File: config.mk
export PLATFORM = sky130hd
export DESIGN_NAME = nand_host_bridge
export DESIGN_NICKNAME = d
export VERILOG_FILES = /design/src/rtl/nhb_pkg.sv /design/src/rtl/nhb_mode_regs.sv /design/src/rtl/nhb_byte_cycle.sv /design/src/rtl/nhb_word_seq.sv /design/src/rtl/nand_host_bridge.sv
export SDC_FILE = /design/constraint.sdc
export NUM_CORES = 1
export LEC_CHECK = 0
export ABC_AREA = 0
export BUFFER_PORTS_ARGS = -buffer_cell sky130_fd_sc_hd__buf_2
export CAP_MARGIN = 20
export CORE_ASPECT_RATIO = 0.75
export CORE_MARGIN = 8
export CORE_UTILIZATION = 60
export CTS_BUF_LIST = sky130_fd_sc_hd__clkbuf_4
export CTS_CLUSTER_SIZE = 20
export DETAILED_ROUTE_END_ITERATION = 8
export PLACE_DENSITY = 0.92
export SETUP_SLACK_MARGIN = 0.02
export SLEW_MARGIN = 20
export SYNTH_ARGS = -nofsm -noshare
export SYNTH_HDL_FRONTEND = slang
export SYNTH_SLANG_ARGS = --single-unit
File: constraint.sdc
create_clock -name clk -period 5.4 [get_ports clk]
set_clock_uncertainty 0.1 [all_clocks]
set_input_delay 1.08 -clock clk [delete_from_list [all_inputs] [get_ports clk]]
set_output_delay 1.08 -clock clk [all_outputs]
set_load 0.01 [all_outputs]
File: src/rtl/nhb_pkg.sv
package nhb_pkg;

   // Layout of the mode byte: bit positions are decoded by the pin logic
   typedef struct packed {
      logic       wp_rel;   // bit 7
      logic [1:0] ecc_sel;  // bits 6:5, stored only
      logic       ce;       // bit 4
      logic       pwr;      // bit 3
      logic       led;      // bit 2
      logic       ale;      // bit 1
      logic       cle;      // bit 0
   } mode_t;

   typedef enum logic [1:0] {
      CYC_IDLE,
      CYC_STROBE,
      CYC_RECOV
   } cyc_st_e;

   typedef enum logic [1:0] {
      SEQ_IDLE,
      SEQ_LO,
      SEQ_HI
   } seq_st_e;

endpackage

File: src/rtl/nhb_mode_regs.sv
module nhb_mode_regs
   import nhb_pkg::*;
#(
   parameter int SYNC_STAGES = 2
) (
   input  logic       clk,
   input  logic       rst_n,
   input  logic       mode_wr,
   input  logic [7:0] mode_wdata,
   input  logic       nf_rb_n,
   output mode_t      mode,
   output logic       busy
);

   mode_t mode_q;

   always_ff @(posedge clk or negedge rst_n) begin
      if (!rst_n)       mode_q <= '0;
      else if (mode_wr) mode_q <= mode_t'(mode_wdata);
   end

   assign mode = mode_q;

   generate
      if (SYNC_STAGES == 0) begin : g_nosync
         assign busy = ~nf_rb_n;
      end else begin : g_sync
         logic [SYNC_STAGES-1:0] sync_q;
         always_ff @(posedge clk or negedge rst_n) begin
            if (!rst_n) sync_q <= '0;
            else        sync_q <= {sync_q[SYNC_STAGES-2+1-1:0], ~nf_rb_n} >> 0;
         end
         assign busy = sync_q[SYNC_STAGES-1];
      end
   endgenerate

endmodule

File: src/rtl/nhb_byte_cycle.sv
module nhb_byte_cycle
   import nhb_pkg::*;
#(
   parameter int STROBE_CYC = 2,
   parameter int HOLD_CYC   = 1
) (
   input  logic       clk,
   input  logic       rst_n,
   input  logic       start,
   input  logic       rd,
   input  logic [7:0] wbyte,
   input  logic [7:0] nf_din,
   output logic       nf_we_n,
   output logic       nf_re_n,
   output logic [7:0] nf_dout,
   output logic       nf_doe,
   output logic [7:0] rbyte,
   output logic       done
);

   localparam int MAXC = (STROBE_CYC > HOLD_CYC) ? STROBE_CYC : HOLD_CYC;
   localparam int CW   = (MAXC < 2) ? 1 : $clog2(MAXC);
   localparam logic [CW-1:0] STR_LAST = CW'(STROBE_CYC - 1);
   localparam logic [CW-1:0] HLD_LAST = CW'(HOLD_CYC - 1);

   cyc_st_e       st_q;
   logic [CW-1:0] cnt_q;
   logic          rd_q;
   logic [7:0]    dout_q;
   logic [7:0]    rbyte_q;
   logic          last_str;
   logic          last_hld;

   assign last_str = (st_q == CYC_STROBE) && (cnt_q == STR_LAST);
   assign last_hld = (st_q == CYC_RECOV)  && (cnt_q == HLD_LAST);

   always_ff @(posedge clk or negedge rst_n) begin
      if (!rst_n) begin
         st_q    <= CYC_IDLE;
         cnt_q   <= '0;
         rd_q    <= 1'b0;
         dout_q  <= '0;
         rbyte_q <= '0;
      end else begin
         unique case (st_q)
            CYC_IDLE: begin
               if (start) begin
                  st_q   <= CYC_STROBE;
                  cnt_q  <= '0;
                  rd_q   <= rd;
                  dout_q <= wbyte;
               end
            end
            CYC_STROBE: begin
               if (last_str) begin
                  st_q  <= CYC_RECOV;
                  cnt_q <= '0;
                  if (rd_q) rbyte_q <= nf_din;
               end else begin
                  cnt_q <= cnt_q + 1'b1;
               end
            end
            CYC_RECOV: begin
               if (last_hld) begin
                  cnt_q <= '0;
                  if (start) begin
                     st_q   <= CYC_STROBE;
                     rd_q   <= rd;
                     dout_q <= wbyte;
                  end else begin
                     st_q <= CYC_IDLE;
                  end
               end else begin
                  cnt_q <= cnt_q + 1'b1;
               end
            end
            default: st_q <= CYC_IDLE;
         endcase
      end
   end

   assign nf_we_n = !((st_q == CYC_STROBE) && !rd_q);
   assign nf_re_n = !((st_q == CYC_STROBE) &&  rd_q);
   assign nf_doe  = (st_q != CYC_IDLE) && !rd_q;
   assign nf_dout = dout_q;
   assign rbyte   = rbyte_q;
   assign done    = last_hld;

endmodule

File: src/rtl/nhb_word_seq.sv
module nhb_word_seq
   import nhb_pkg::*;
#(
   parameter int ADDR_W   = 3,
   parameter int DATA_OFS = 0,
   parameter int MODE_OFS = 4,
   parameter int STAT_OFS = 5
) (
   input  logic              clk,
   input  logic              rst_n,
   input  logic              hst_req,
   input  logic              hst_we,
   input  logic              hst_wide,
   input  logic [ADDR_W-1:0] hst_addr,
   input  logic [15:0]       hst_wdata,
   output logic              hst_ack,
   output logic [15:0]       hst_rdata,
   input  mode_t             mode,
   input  logic              busy,
   output logic              mode_wr,
   output logic              cyc_start,
   output logic              cyc_rd,
   output logic [7:0]        cyc_wbyte,
   input  logic              cyc_done,
   input  logic [7:0]        cyc_rbyte
);

   seq_st_e     st_q;
   logic        ack_q;
   logic [15:0] rdata_q;
   logic        wide_q;
   logic        rd_q;
   logic [7:0]  hi_q;
   logic [7:0]  lo_q;
   logic        accept;
   logic        is_data;
   logic [15:0] reg_val;

   assign accept  = hst_req && !ack_q && (st_q == SEQ_IDLE);
   assign is_data = (hst_addr == ADDR_W'(DATA_OFS));
   assign mode_wr = accept && hst_we && (hst_addr == ADDR_W'(MODE_OFS));

   always_comb begin
      reg_val = '0;
      if (hst_addr == ADDR_W'(MODE_OFS))      reg_val = {8'h00, mode};
      else if (hst_addr == ADDR_W'(STAT_OFS)) reg_val = {8'h00, busy, 7'b0};
   end

   assign cyc_start = (accept && is_data) || ((st_q == SEQ_LO) && cyc_done && wide_q);
   assign cyc_rd    = accept ? !hst_we : rd_q;
   assign cyc_wbyte = accept ? hst_wdata[7:0] : hi_q;

   always_ff @(posedge clk or negedge rst_n) begin
      if (!rst_n) begin
         st_q    <= SEQ_IDLE;
         ack_q   <= 1'b0;
         rdata_q <= '0;
         wide_q  <= 1'b0;
         rd_q    <= 1'b0;
         hi_q    <= '0;
         lo_q    <= '0;
      end else begin
         ack_q <= 1'b0;
         unique case (st_q)
            SEQ_IDLE: begin
               if (accept) begin
                  wide_q <= hst_wide;
                  rd_q   <= !hst_we;
                  hi_q   <= hst_wdata[15:8];
                  if (is_data) begin
                     st_q <= SEQ_LO;
                  end else begin
                     ack_q <= 1'b1;
                     if (!hst_we) rdata_q <= reg_val;
                  end
               end
            end
            SEQ_LO: begin
               if (cyc_done) begin
                  if (wide_q) begin
                     lo_q <= cyc_rbyte;
                     st_q <= SEQ_HI;
                  end else begin
                     ack_q <= 1'b1;
                     st_q  <= SEQ_IDLE;
                     if (rd_q) rdata_q <= {8'h00, cyc_rbyte};
                  end
               end
            end
            SEQ_HI: begin
               if (cyc_done) begin
                  ack_q <= 1'b1;
                  st_q  <= SEQ_IDLE;
                  if (rd_q) rdata_q <= {cyc_rbyte, lo_q};
               end
            end
            default: st_q <= SEQ_IDLE;
         endcase
      end
   end

   assign hst_ack   = ack_q;
   assign hst_rdata = rdata_q;

endmodule

File: src/rtl/nand_host_bridge.sv
module nand_host_bridge
   import nhb_pkg::*;
#(
   parameter int ADDR_W      = 3,
   parameter int DATA_OFS    = 0,
   parameter int MODE_OFS    = 4,
   parameter int STAT_OFS    = 5,
   parameter int STROBE_CYC  = 2,
   parameter int HOLD_CYC    = 1,
   parameter int SYNC_STAGES = 2
) (
   input  logic              clk,
   input  logic              rst_n,
   input  logic              hst_req,
   input  logic              hst_we,
   input  logic              hst_wide,
   input  logic [ADDR_W-1:0] hst_addr,
   input  logic [15:0]       hst_wdata,
   output logic              hst_ack,
   output logic [15:0]       hst_rdata,
   output logic              nf_ce_n,
   output logic              nf_cle,
   output logic              nf_ale,
   output logic              nf_we_n,
   output logic              nf_re_n,
   output logic              nf_wp_n,
   output logic [7:0]        nf_dout,
   output logic              nf_doe,
   input  logic [7:0]        nf_din,
   input  logic              nf_rb_n,
   output logic              pwr_en,
   output logic              led_en
);

   generate
      if (STROBE_CYC < 2) begin : g_bad_strobe
         $error("STROBE_CYC must be at least 2");
      end
      if (HOLD_CYC < 1) begin : g_bad_hold
         $error("HOLD_CYC must be at least 1");
      end
      if (SYNC_STAGES < 0 || SYNC_STAGES == 1) begin : g_bad_sync
         $error("SYNC_STAGES must be 0 or at least 2");
      end
      if ((1 << ADDR_W) <= MODE_OFS || (1 << ADDR_W) <= STAT_OFS) begin : g_bad_addr
         $error("ADDR_W too narrow for register offsets");
      end
   endgenerate

   mode_t      mode;
   logic       busy;
   logic       mode_wr;
   logic       cyc_start;
   logic       cyc_rd;
   logic [7:0] cyc_wbyte;
   logic       cyc_done;
   logic [7:0] cyc_rbyte;

   nhb_mode_regs #(
      .SYNC_STAGES (SYNC_STAGES)
   ) u_regs (
      .clk        (clk),
      .rst_n      (rst_n),
      .mode_wr    (mode_wr),
      .mode_wdata (hst_wdata[7:0]),
      .nf_rb_n    (nf_rb_n),
      .mode       (mode),
      .busy       (busy)
   );

   nhb_word_seq #(
      .ADDR_W   (ADDR_W),
      .DATA_OFS (DATA_OFS),
      .MODE_OFS (MODE_OFS),
      .STAT_OFS (STAT_OFS)
   ) u_seq (
      .clk       (clk),
      .rst_n     (rst_n),
      .hst_req   (hst_req),
      .hst_we    (hst_we),
      .hst_wide  (hst_wide),
      .hst_addr  (hst_addr),
      .hst_wdata (hst_wdata),
      .hst_ack   (hst_ack),
      .hst_rdata (hst_rdata),
      .mode      (mode),
      .busy      (busy),
      .mode_wr   (mode_wr),
      .cyc_start (cyc_start),
      .cyc_rd    (cyc_rd),
      .cyc_wbyte (cyc_wbyte),
      .cyc_done  (cyc_done),
      .cyc_rbyte (cyc_rbyte)
   );

   nhb_byte_cycle #(
      .STROBE_CYC (STROBE_CYC),
      .HOLD_CYC   (HOLD_CYC)
   ) u_cyc (
      .clk     (clk),
      .rst_n   (rst_n),
      .start   (cyc_start),
      .rd      (cyc_rd),
      .wbyte   (cyc_wbyte),
      .nf_din  (nf_din),
      .nf_we_n (nf_we_n),
      .nf_re_n (nf_re_n),
      .nf_dout (nf_dout),
      .nf_doe  (nf_doe),
      .rbyte   (cyc_rbyte),
      .done    (cyc_done)
   );

   assign nf_cle  = mode.cle;
   assign nf_ale  = mode.ale;
   assign nf_ce_n = !mode.ce;
   assign nf_wp_n = mode.wp_rel;
   assign pwr_en  = mode.pwr && mode.led;
   assign led_en  = mode.led;

endmodule

==> reports/results.txt <==
number of antenna violations at the first check in global routing -> 0
Mapped Area -> 3098 sq um
Overall Global Routing Usage -> 0.1819
Placer Congestion -> 0.8304
Routed wire per std cell -> 18.73 um
Total Nets Final -> 341
total of flip-flops plus latches after synthesis -> 67
mean cell area of the mapped netlist -> 13.65 sq um
timing-limited maximum frequency -> 370.1 MHz
main combinational cell family by area after synthesis -> multiplexers
result of the run -> finished clean
Post-Syn Nets -> 270
antenna diode count -> 0
area fraction of the dominant cell type after synthesis -> 0.5412
largest fanout on the critical path -> 13
classification of the worst-slack hold path -> reg -> reg
Final Max Tran Viols -> 0
FF-to-FF End -> u_cyc.rd_q
Worst R2R Path Depth -> 6
commonest cells after routing, fill and taps aside -> 67 x dfrtp_1, 66 x buf_2, 60 x mux2_2, 16 x a22o_1, 10 x ha_1
fin crit share -> 0.5004
Final Hold Viols -> 0
Compound-Gate Fraction of Synth Area -> 0.08037
fraction of final layout cells sized beyond drive strength 1 -> 0.4851
Req. time, crit path -> 5600 ps
Post-Syn Instances -> 227
clock-pin slew on the worst setup and hold paths -> 100 ps
hold-fix buffers at CTS -> 0
actual transition at the worst max-transition pin -> 822.6 ps
number of antenna-violating nets in the routed design -> 0
maximum number of pins on one net before global-route repair -> 68
Yosys warning count -> 0
post-synthesis share of cell area spent on xor and xnor gates -> 0
path type of the worst setup path -> reg -> reg
reg-to-reg slack, setup -> 2700 ps
core box area -> 4927 sq um
Final HPWL DP -> 4974 um
Arr. time, crit path -> 2900 ps
detailed-route DRC error count -> 0
critical path capture point type -> flip-flop
vias per inst -> 5.860
Iter 0 DRT Violations -> 148
worst-case clock buffer depth -> 2
instance count along the most critical hold path -> 0
number of global-route vias before repair -> 2,219
startpoint class of the critical path -> flip-flop
Max transition margin -> 0.4516
sequential cell area fraction in the yosys report -> 0.5412
total power per unit cell area -> 236.0 nW/um^2
CTS sink count -> 67
power after layout -> 0.0008553 W
startpoint of the tightest hold check path -> u_regs.g_sync.sync_q[0]
unique cell type count in the Yosys netlist -> 32
synth-to-layout area growth -> 16.96%
first-pass GRT wire length -> 11,120 um
arithmetic-cell share of the synthesized area counting full adders, half adders and majority gates -> 0.04039
count of port buffers added during placement -> 66
Die Area -> 7742 sq um
total wire length after detailed routing -> 6800 um
H-tree depth -> 3
post-synthesis share of cell area spent on and, or, nand and nor gates -> 0.06220
number of buffers inserted during clock tree synthesis -> 9
height of the die -> 78.23 um
Detailed Routing Iterations Pass 1 -> 4
static leakage -> 1.953 nW
chip width -> 98.97 um
total number of vias -> 2,127
clock period minus final worst setup slack -> 2702 ps
fraction of synthesized area in multiplexers -> 0.2548
cell taking the most area after synthesis -> dfrtp_1
hold endpoint -> u_regs.g_sync.sync_q[1]
CTS tree -> built
leftover overflow at the end of global routing -> 0
Synth area leaders -> dfrtp_1 54%, mux2_2 22%, a22o_1 4.5%
clk_lat worst skew -> 400 ps
setup_tns -> 0 ps
count of cells resized by post-cts repair -> 0
Peak VDD IR -> 0.2176 mV
Std-Cell Rows -> 22
Initial Util -> 0.6287
IO Count -> 67
unrepaired setup endpoints after global routing -> no
Final Setup Violations -> 0
Setup Buffers After CTS -> 0
root buffer cell -> clkbuf_4
leading cell type in the layout, fill and taps excluded -> dfrtp_1
startpoint of the worst register-to-register path -> u_seq.st_q[1]
number of maximum-capacitance violations -> 0
per-stage QoR:
stage / hold WS (ps) / cells / area (sq um) / utilization / setup WS [ps]
4_1_cts: 268.2 / 362 / 3612 / 0.7331 / 2566
5_1_grt: 291.1 / 363 / 3623 / 0.7354 / 2524
2_1_floorplan: 231.2 / 227 / 3098 / - / 2908
3_3_place_gp: 233.8 / 346 / 3476 / 0.7054 / 2214
3_5_place_dp: 243.4 / 346 / 3476 / 0.7054 / 2120
6_report: 266.7 / 363 / 3623 / 0.7354 / 2698
worst max-delay path, cell delays in order (launching register included):
cell      delay, ps
dfrtp_1         410
inv_1           130
ha_1            530
nand4b_2        470
o21a_1          270
a21oi_4         310
mux2_2          380
sequential cells by signal (all words and copies together), names as in the netlist, 2 cells and up:
| signal | flops |
|---|---|
| u_regs.g_sync.sync_q | 2 |
| u_regs.mode | 8 |
| u_seq.hi_q | 8 |
| u_cyc.rbyte | 8 |
| u_cyc.st_q | 2 |
| u_seq.hst_rdata | 16 |
| u_seq.lo_q | 8 |
| u_seq.st_q | 2 |
| u_cyc.nf_dout | 8 |
Yosys cell counts:
cell and n:
nand3b_1 1, ha_1 10, a21oi_4 1, o22a_1 1, and3_1 8, nand3_1 1, clkbuf_1 6, nand2_1 7
buf_4 1, o21ai_1 1, nor2b_1 1, and2_1 1, nand2b_1 5, a22o_1 16, a211o_1 1, o31ai_1 3
nand4b_2 1, nand4_2 1, inv_1 8, or3_1 1, dfrtp_1 67, mux2_2 60, mux2_1 7, buf_2 1
o21a_1 1, o211a_1 1, o21ai_0 4, mux2_4 1, nor3_1 3, a21oi_1 2, mux2i_1 2, nor2_1 3
how the worst max path moves through the flow:
stage	slack, ps	cells past startpoint	start	to
floorplan	2910	4	hst_addr[0]	u_cyc.nf_dout[0]
global placement	2210	5	hst_req	u_cyc.nf_dout[5]
detailed placement	2120	5	hst_req	u_cyc.nf_dout[5]
CTS	2570	6	u_seq.st_q[0]	u_cyc.rd_q
global route	2520	6	u_seq.st_q[1]	u_cyc.nf_dout[0]
finish	2700	6	u_seq.st_q[1]	u_cyc.rd_q
cells by family (layout without fill, tap and decap cells):
kind of cell               count (synthesis)  after routing
DFF                                       67             67
adders and majority gates                 10             10
AOI/OAI and AO/OA                         31             31
and+or+nand+nor                           33             33
buffers and inverters                     16             92
muxes                                     70             70
routing by layer:
| metal | routed length (um) | global-route usage |
|---|---|---|
| met1 | 3043 | 0.2300 |
| met2 | 3104 | 0.2746 |
| met3 | 553 | 0.07930 |
| met4 | 99 | 0.05954 |
| met5 | 0 | 0 |
power breakdown:
group	total [W]	switching, W	leakage [nW]	internal [W]
clock	0.000315	0.000177	0.0616	0.000138
combinational	0.0000314	0.0000179	0.988	0.0000135
sequential	0.000509	0.00000341	0.903	0.000505
total	0.000855	0.000198	1.95	0.000657
final cells by class:
type	instances	area [sq um]
fill	355	1304
multi-input combinational	144	1356
inverter	8	30.03
timing repair buffer	68	349.1
sequential	67	1677
tap	60	75.07
clock inverter	7	68.82
clock buffer	9	67.56
No activity file was read; power rests on OpenSTA's default activity.
